## config.mk

```make
export PLATFORM = sky130hd
export DESIGN_NAME = mac_unit
export DESIGN_NICKNAME = d
export VERILOG_FILES = /design/src/rtl/mac_pkg.sv /design/src/rtl/mac_ctrl.sv /design/src/rtl/mac_iter.sv /design/src/rtl/mac_final.sv /design/src/rtl/mac_unit.sv
export SDC_FILE = /design/constraint.sdc
export NUM_CORES = 2
export LEC_CHECK = 0
export ABC_CLOCK_PERIOD_IN_PS = 8450
export CAP_MARGIN = 20
export CORE_AREA = 2 2 243 245
export CTS_CLUSTER_SIZE = 8
export DETAILED_ROUTE_END_ITERATION = 10
export DIE_AREA = 0 0 245 247
export DONT_BUFFER_PORTS = 1
export PLACE_DENSITY = 0.75
export SYNTH_ARGS = -nofsm -noshare
export SYNTH_HDL_FRONTEND = slang
export SYNTH_SLANG_ARGS = --single-unit
```

## constraint.sdc

```tcl
create_clock -name clk -period 8.45 [get_ports clk]
set_input_delay 2.1125 -clock clk [delete_from_list [all_inputs] [get_ports clk]]
set_output_delay 2.1125 -clock clk [all_outputs]
set_load 0.02 [all_outputs]
```

## src/rtl/mac_pkg.sv

```systemverilog
`timescale 1ns/1ps
package mac_pkg;

  typedef enum logic [2:0] {
    OP_MUL_LO  = 3'd0,
    OP_MAC_LO  = 3'd1,
    OP_MUL_U64 = 3'd2,
    OP_MUL_S64 = 3'd3,
    OP_MAC_U64 = 3'd4,
    OP_MAC_S64 = 3'd5,
    OP_SPARE6  = 3'd6,
    OP_SPARE7  = 3'd7
  } mac_op_e;

  typedef enum logic [1:0] {
    ST_IDLE = 2'd0,
    ST_ITER = 2'd1,
    ST_FIN  = 2'd2
  } mac_state_e;

  // long forms deliver both words
  function automatic logic op_is_long(mac_op_e o);
    return (o == OP_MUL_U64) || (o == OP_MUL_S64) ||
           (o == OP_MAC_U64) || (o == OP_MAC_S64);
  endfunction

  // unsigned long forms must not stop on all-one remaining bits
  function automatic logic op_signed_term(mac_op_e o);
    return !((o == OP_MUL_U64) || (o == OP_MAC_U64));
  endfunction

  function automatic logic op_acc64(mac_op_e o);
    return (o == OP_MAC_U64) || (o == OP_MAC_S64);
  endfunction

endpackage

```

## src/rtl/mac_ctrl.sv

```systemverilog
`timescale 1ns/1ps
module mac_ctrl
  import mac_pkg::*;
#(
  parameter int MAX_ITER = 4
) (
  input  logic clk,
  input  logic rst_n,
  input  logic start,
  input  logic term,
  output logic load,
  output logic iter_en,
  output logic fin_en,
  output logic busy,
  output logic done
);
  localparam int CW = $clog2(MAX_ITER + 1);

  mac_state_e      state_q;
  logic [CW-1:0]   cnt_q;
  logic            done_q;

  assign load    = start && (state_q == ST_IDLE);
  assign iter_en = (state_q == ST_ITER);
  assign fin_en  = (state_q == ST_FIN);
  assign busy    = (state_q != ST_IDLE);
  assign done    = done_q;

  always_ff @(posedge clk or negedge rst_n) begin
    if (!rst_n) begin
      state_q <= ST_IDLE;
      cnt_q   <= '0;
      done_q  <= 1'b0;
    end else begin
      done_q <= (state_q == ST_FIN);
      case (state_q)
        ST_IDLE: begin
          if (start) begin
            state_q <= ST_ITER;
            cnt_q   <= '0;
          end
        end
        ST_ITER: begin
          cnt_q <= cnt_q + 1'b1;
          // the bound is a safety net; term fires by the last digit anyway
          if (term || (cnt_q == CW'(MAX_ITER - 1))) state_q <= ST_FIN;
        end
        ST_FIN:  state_q <= ST_IDLE;
        default: state_q <= ST_IDLE;
      endcase
    end
  end

endmodule

```

## src/rtl/mac_iter.sv

```systemverilog
`timescale 1ns/1ps
module mac_iter #(
  parameter int DATA_W  = 32,
  parameter int DIGIT_W = 8
) (
  input  logic                  clk,
  input  logic                  rst_n,
  input  logic                  load,
  input  logic                  iter_en,
  input  logic                  sgn_in,
  input  logic [DATA_W-1:0]     a,
  input  logic [DATA_W-1:0]     b,
  output logic [2*DATA_W-1:0]   part_q,
  output logic [2*DATA_W-1:0]   mcand_q,
  output logic [DATA_W-1:0]     mplier_q,
  output logic                  sgn_q,
  output logic                  term
);
  localparam int PROD_W = 2 * DATA_W;

  logic [DATA_W-1:0] mplier_nxt;
  logic [PROD_W-1:0] digit_prod;
  logic [PROD_W-1:0] a_ext;

  assign a_ext = sgn_in ? {{DATA_W{a[DATA_W-1]}}, a} : {{DATA_W{1'b0}}, a};

  assign mplier_nxt = sgn_q ? DATA_W'($signed(mplier_q) >>> DIGIT_W)
                            : (mplier_q >> DIGIT_W);

  assign digit_prod = mcand_q * PROD_W'(mplier_q[DIGIT_W-1:0]);

  // nothing left to contribute, or only a sign run fixed up at the end
  assign term = (mplier_nxt == '0) || (sgn_q && (&mplier_nxt));

  always_ff @(posedge clk or negedge rst_n) begin
    if (!rst_n) begin
      part_q   <= '0;
      mcand_q  <= '0;
      mplier_q <= '0;
      sgn_q    <= 1'b0;
    end else if (load) begin
      part_q   <= '0;
      mcand_q  <= a_ext;
      mplier_q <= b;
      sgn_q    <= sgn_in;
    end else if (iter_en) begin
      part_q   <= part_q + digit_prod;
      mcand_q  <= mcand_q << DIGIT_W;
      mplier_q <= mplier_nxt;
    end
  end

endmodule

```

## src/rtl/mac_final.sv

```systemverilog
`timescale 1ns/1ps
module mac_final
  import mac_pkg::*;
#(
  parameter int DATA_W = 32
) (
  input  mac_op_e               op,
  input  logic [2*DATA_W-1:0]   part,
  input  logic [2*DATA_W-1:0]   mcand,
  input  logic [DATA_W-1:0]     mplier,
  input  logic                  sgn,
  input  logic [2*DATA_W-1:0]   acc,
  output logic [DATA_W-1:0]     lo,
  output logic [DATA_W-1:0]     hi,
  output logic                  neg,
  output logic                  zero
);
  localparam int PROD_W = 2 * DATA_W;

  logic [PROD_W-1:0] corr;
  logic [PROD_W-1:0] addend;
  logic [PROD_W-1:0] total;
  logic              is_long;

  assign is_long = op_is_long(op);

  // remaining all-one multiplier bits stand for minus one times the shifted multiplicand
  assign corr = (sgn && (&mplier)) ? mcand : '0;

  always_comb begin
    if (op_acc64(op))           addend = acc;
    else if (op == OP_MAC_LO)   addend = {{DATA_W{1'b0}}, acc[DATA_W-1:0]};
    else                        addend = '0;
  end

  assign total = part - corr + addend;

  assign lo   = total[DATA_W-1:0];
  assign hi   = is_long ? total[PROD_W-1:DATA_W] : '0;
  assign neg  = is_long ? total[PROD_W-1] : total[DATA_W-1];
  assign zero = is_long ? (total == '0) : (total[DATA_W-1:0] == '0);

endmodule

```

## src/rtl/mac_unit.sv

```systemverilog
`timescale 1ns/1ps
module mac_unit
  import mac_pkg::*;
#(
  parameter int DATA_W  = 32,
  parameter int DIGIT_W = 8
) (
  input  logic              clk,
  input  logic              rst_n,
  input  logic              start,
  input  logic [2:0]        op,
  input  logic [DATA_W-1:0] src_a,
  input  logic [DATA_W-1:0] src_b,
  input  logic [DATA_W-1:0] acc_lo,
  input  logic [DATA_W-1:0] acc_hi,
  output logic              busy,
  output logic              done,
  output logic [DATA_W-1:0] res_lo,
  output logic [DATA_W-1:0] res_hi,
  output logic              flag_n,
  output logic              flag_z
);
  localparam int MAX_ITER = DATA_W / DIGIT_W;
  localparam int PROD_W   = 2 * DATA_W;

  logic                load, iter_en, fin_en, term;
  logic [PROD_W-1:0]   part_q, mcand_q, acc_q;
  logic [DATA_W-1:0]   mplier_q;
  logic                sgn_q;
  mac_op_e             op_q;
  logic [DATA_W-1:0]   f_lo, f_hi;
  logic                f_neg, f_zero;

  mac_ctrl #(.MAX_ITER(MAX_ITER)) i_ctrl (
    .clk     (clk),
    .rst_n   (rst_n),
    .start   (start),
    .term    (term),
    .load    (load),
    .iter_en (iter_en),
    .fin_en  (fin_en),
    .busy    (busy),
    .done    (done)
  );

  mac_iter #(.DATA_W(DATA_W), .DIGIT_W(DIGIT_W)) i_iter (
    .clk      (clk),
    .rst_n    (rst_n),
    .load     (load),
    .iter_en  (iter_en),
    .sgn_in   (op_signed_term(mac_op_e'(op))),
    .a        (src_a),
    .b        (src_b),
    .part_q   (part_q),
    .mcand_q  (mcand_q),
    .mplier_q (mplier_q),
    .sgn_q    (sgn_q),
    .term     (term)
  );

  mac_final #(.DATA_W(DATA_W)) i_final (
    .op     (op_q),
    .part   (part_q),
    .mcand  (mcand_q),
    .mplier (mplier_q),
    .sgn    (sgn_q),
    .acc    (acc_q),
    .lo     (f_lo),
    .hi     (f_hi),
    .neg    (f_neg),
    .zero   (f_zero)
  );

  always_ff @(posedge clk or negedge rst_n) begin
    if (!rst_n) begin
      op_q   <= OP_MUL_LO;
      acc_q  <= '0;
      res_lo <= '0;
      res_hi <= '0;
      flag_n <= 1'b0;
      flag_z <= 1'b1;
    end else begin
      if (load) begin
        op_q  <= mac_op_e'(op);
        acc_q <= {acc_hi, acc_lo};
      end
      if (fin_en) begin
        res_lo <= f_lo;
        res_hi <= f_hi;
        flag_n <= f_neg;
        flag_z <= f_zero;
      end
    end
  end

endmodule

```

==> results.ini <==
[run_status]
outcome=completed

[clocking]
clkTransAtPathRegs_ns=0.05
ctsResizeCount=0
cts_hold_repair.buffers=0
root_buffer=clkbuf_16
post_cts_buffers=0
cts.path.max_buffers=3
clock_sinks=300
h-tree-depth=2
clock_latency_ns=0.58
tritoncts=yes
cts_buffers=45

[timing]
setup_tns_ns=0
worst_hold_slack_ns=0.478
layout_setup_ws_ns=1.40
slew_viol_final=0
setup_viol=0
rsz0062_at_grt=no
clock-skew-final_ns=0.0205
worst-slew-pin-transition_ns=1.19
min_period_over_period_pct=83.5
final_hold_viol_count=0
period_needed_ns=7.05
relSlewSlack_pct=20.7
max_freq_ghz=0.142

[placement]
dp_hpwl_mm=75.2
place_ws_ns=1.55
place_congestion=0.950
placed_area_mm2=0.0348
portBuffers=0

[routing]
wl_per_cell_um=21.7
totalWireLength_mm=98.9
firstDrtPassIters=6
route.detailed.drc=0
antenna_left=0
routed-via-count=27200
viasPerCell=5.98
drt-initial-drc-count=2518

[layout]
design_area_mm2=0.0361
syn2layout_area_growth_pct=4.54
fin_nets=4508
drive_gt1_share_pct=4.84

[synth]
syn_avg_cell_area_um2=8.77
synthTopCellsByCount=651 x inv_1, 637 x nand2_1, 473 x fa_1, 325 x and2_1, 299 x dfrtp_1
synth.ff_latch_count=300
syn_area_mm2=0.0345
yosysMostFrequentCell=inv_1
synth_area_leader_cell=fa_1
synth_nets=4681
yosysSeqAreaShare_pct=21.8
syn_inst=3935
synthArstFlopShare_pct=100
synth_edf_count=0
ys.flop_type=dfrtp_1
synthTopCellsByArea=fa_1 27%, dfrtp_1 22%, inv_1 7.1%
synth_cell_type_count=76
yosysWarnings=0
synth_top_area_share_pct=27.4

[global_route]
grt_max_degree=301
grt_first_pass_wirelength_mm=158
met1_usage_pct=47.8
groute.usage.overall_pct=33.8
use_met3_pct=9.60
overflow=0
grt_most_used_layer=met2
grt_use_met2_pct=50.8
antenna_found_initial=5
grt_pass1_vias=27700

[floorplan]
start_util_pct=59.2
fp.dieW_um=245
io_pins=202
core_area_mm2=0.0582
design.die.area_mm2=0.0605
die_h_um=247
rows=89

[worst_setup_path]
worst-path-stages=21
critPathMaxStageDelay_ns=0.91
cp_slowest_cell=dfrtp_1
r2r-start=i_iter.mplier_q[2]
cp_num_buf_inv=3
required_ns=8.87
cp_cell_sequence=buf_4, and2_1, fa_1, fa_1, inv_1, fa_1, fa_1, inv_1, ha_1, a21o_1, a21o_1, a211oi_1, a21boi_0, o211ai_1, o21ai_1, o221ai_1, a311oi_1, o31a_1, o311ai_1, xnor2_1, o21ai_0
start_kind=flop
crit_top_cell=fa_1
arrival_ns=7.48
critPathKind=reg -> reg
rrSetupSlack_ns=1.40
setup.worst_path.end=i_iter.part_q[63]
r2r-end=i_iter.part_q[63]
worstRegToRegCells=21
cp_max_fo=25
startpoint=i_iter.mplier_q[2]
cp_top_family=compound AO/OA/AOI/OAI gates
endpoint_kind=flop

[run]
drv_cap=0

[worst_hold_path]
min-delay-path-class=reg -> reg

sequential cells by signal, summed over array words and instances (netlist names):
register / flops
op_q: 3
i_iter.sgn_q: 1
i_iter.part_q: 64
res_hi: 32
i_iter.mplier_q: 32
i_ctrl.cnt_q: 3
flag_n: 1
res_lo: 32
flag_z: 1
i_ctrl.state_q: 2
i_iter.mcand_q: 64
acc_q: 64
i_ctrl.done: 1
per-stage QoR:
| step | utilization [%] | instances |
|---|---|---|
| 2_1_floorplan | - | 3935 |
| 3_3_place_gp | 59.7 | 4488 |
| 3_5_place_dp | 59.7 | 4488 |
| 4_1_cts | 61.9 | 4556 |
| 5_1_grt | 61.9 | 4558 |
| 6_report | 61.9 | 4558 |
kinds of logic (layout without fill, tap and decap cells):
family	after synthesis	in the layout	synth area share, %
other cells	0	2	0
buf+inv	894	742	9.76
xor+xnor	126	126	3.20
compound gates	691	691	13.3
simple gates	1241	1241	17.2
mux	71	71	2.30
fa+ha+maj	612	612	32.5
flops	300	300	21.8
how the worst min path moves through the flow:
stage | cells after the start | endpoint | startpoint
detailed placement | 2 | i_iter.part_q[19] | i_iter.part_q[19]
finish | 2 | i_iter.part_q[36] | i_iter.part_q[36]
global route | 1 | i_iter.part_q[11] | i_iter.part_q[11]
floorplan | 2 | i_iter.part_q[10] | i_iter.part_q[10]
global placement | 2 | i_iter.part_q[24] | i_iter.part_q[24]
CTS | 2 | i_iter.part_q[19] | i_iter.part_q[19]
tightest hold or removal path, stage by stage, from the launching register on:
cell	delay (ns)
dfrtp_1	0.34
nand2_1	0.04
o21ai_0	0.06
cells in the final DEF, fill, tap and decap left out, types with 22 or more instances in the layout:
cell type,n
inv_1,651
nand2_1,637
fa_1,473
and2_1,325
dfrtp_1,294
o21ai_0,175
a21oi_1,152
ha_1,139
xnor2_1,76
nor2_1,73
a21o_1,71
mux2_2,67
a22oi_1,53
xor2_1,50
clkbuf_16,47
nand4_1,45
a221o_1,39
nand3_1,38
o21bai_1,25
buf_4,23
nor3_1,22
layout make-up:
cell class                      count  area (um2)
Sequential cell                   300        7510
Fill cell                        4969       22200
Antenna cell                        2        5.00
Multi-Input combinational cell   2741       23700
Clock inverter                      5        28.8
Clock buffer                       63        1260
Timing Repair Buffer               23         173
Tap cell                          773         967
Inverter                          651        2440
per-layer routing:
metal	wire (um)	vias up
li1	-	12200
met5	13	-
met4	2920	2
met1	41900	13500
met3	11400	186
met2	42700	1451
Power is left out: the tool's default activity adds up to more than one toggle a clock period on the data nets, which glitch-free logic cannot reach.
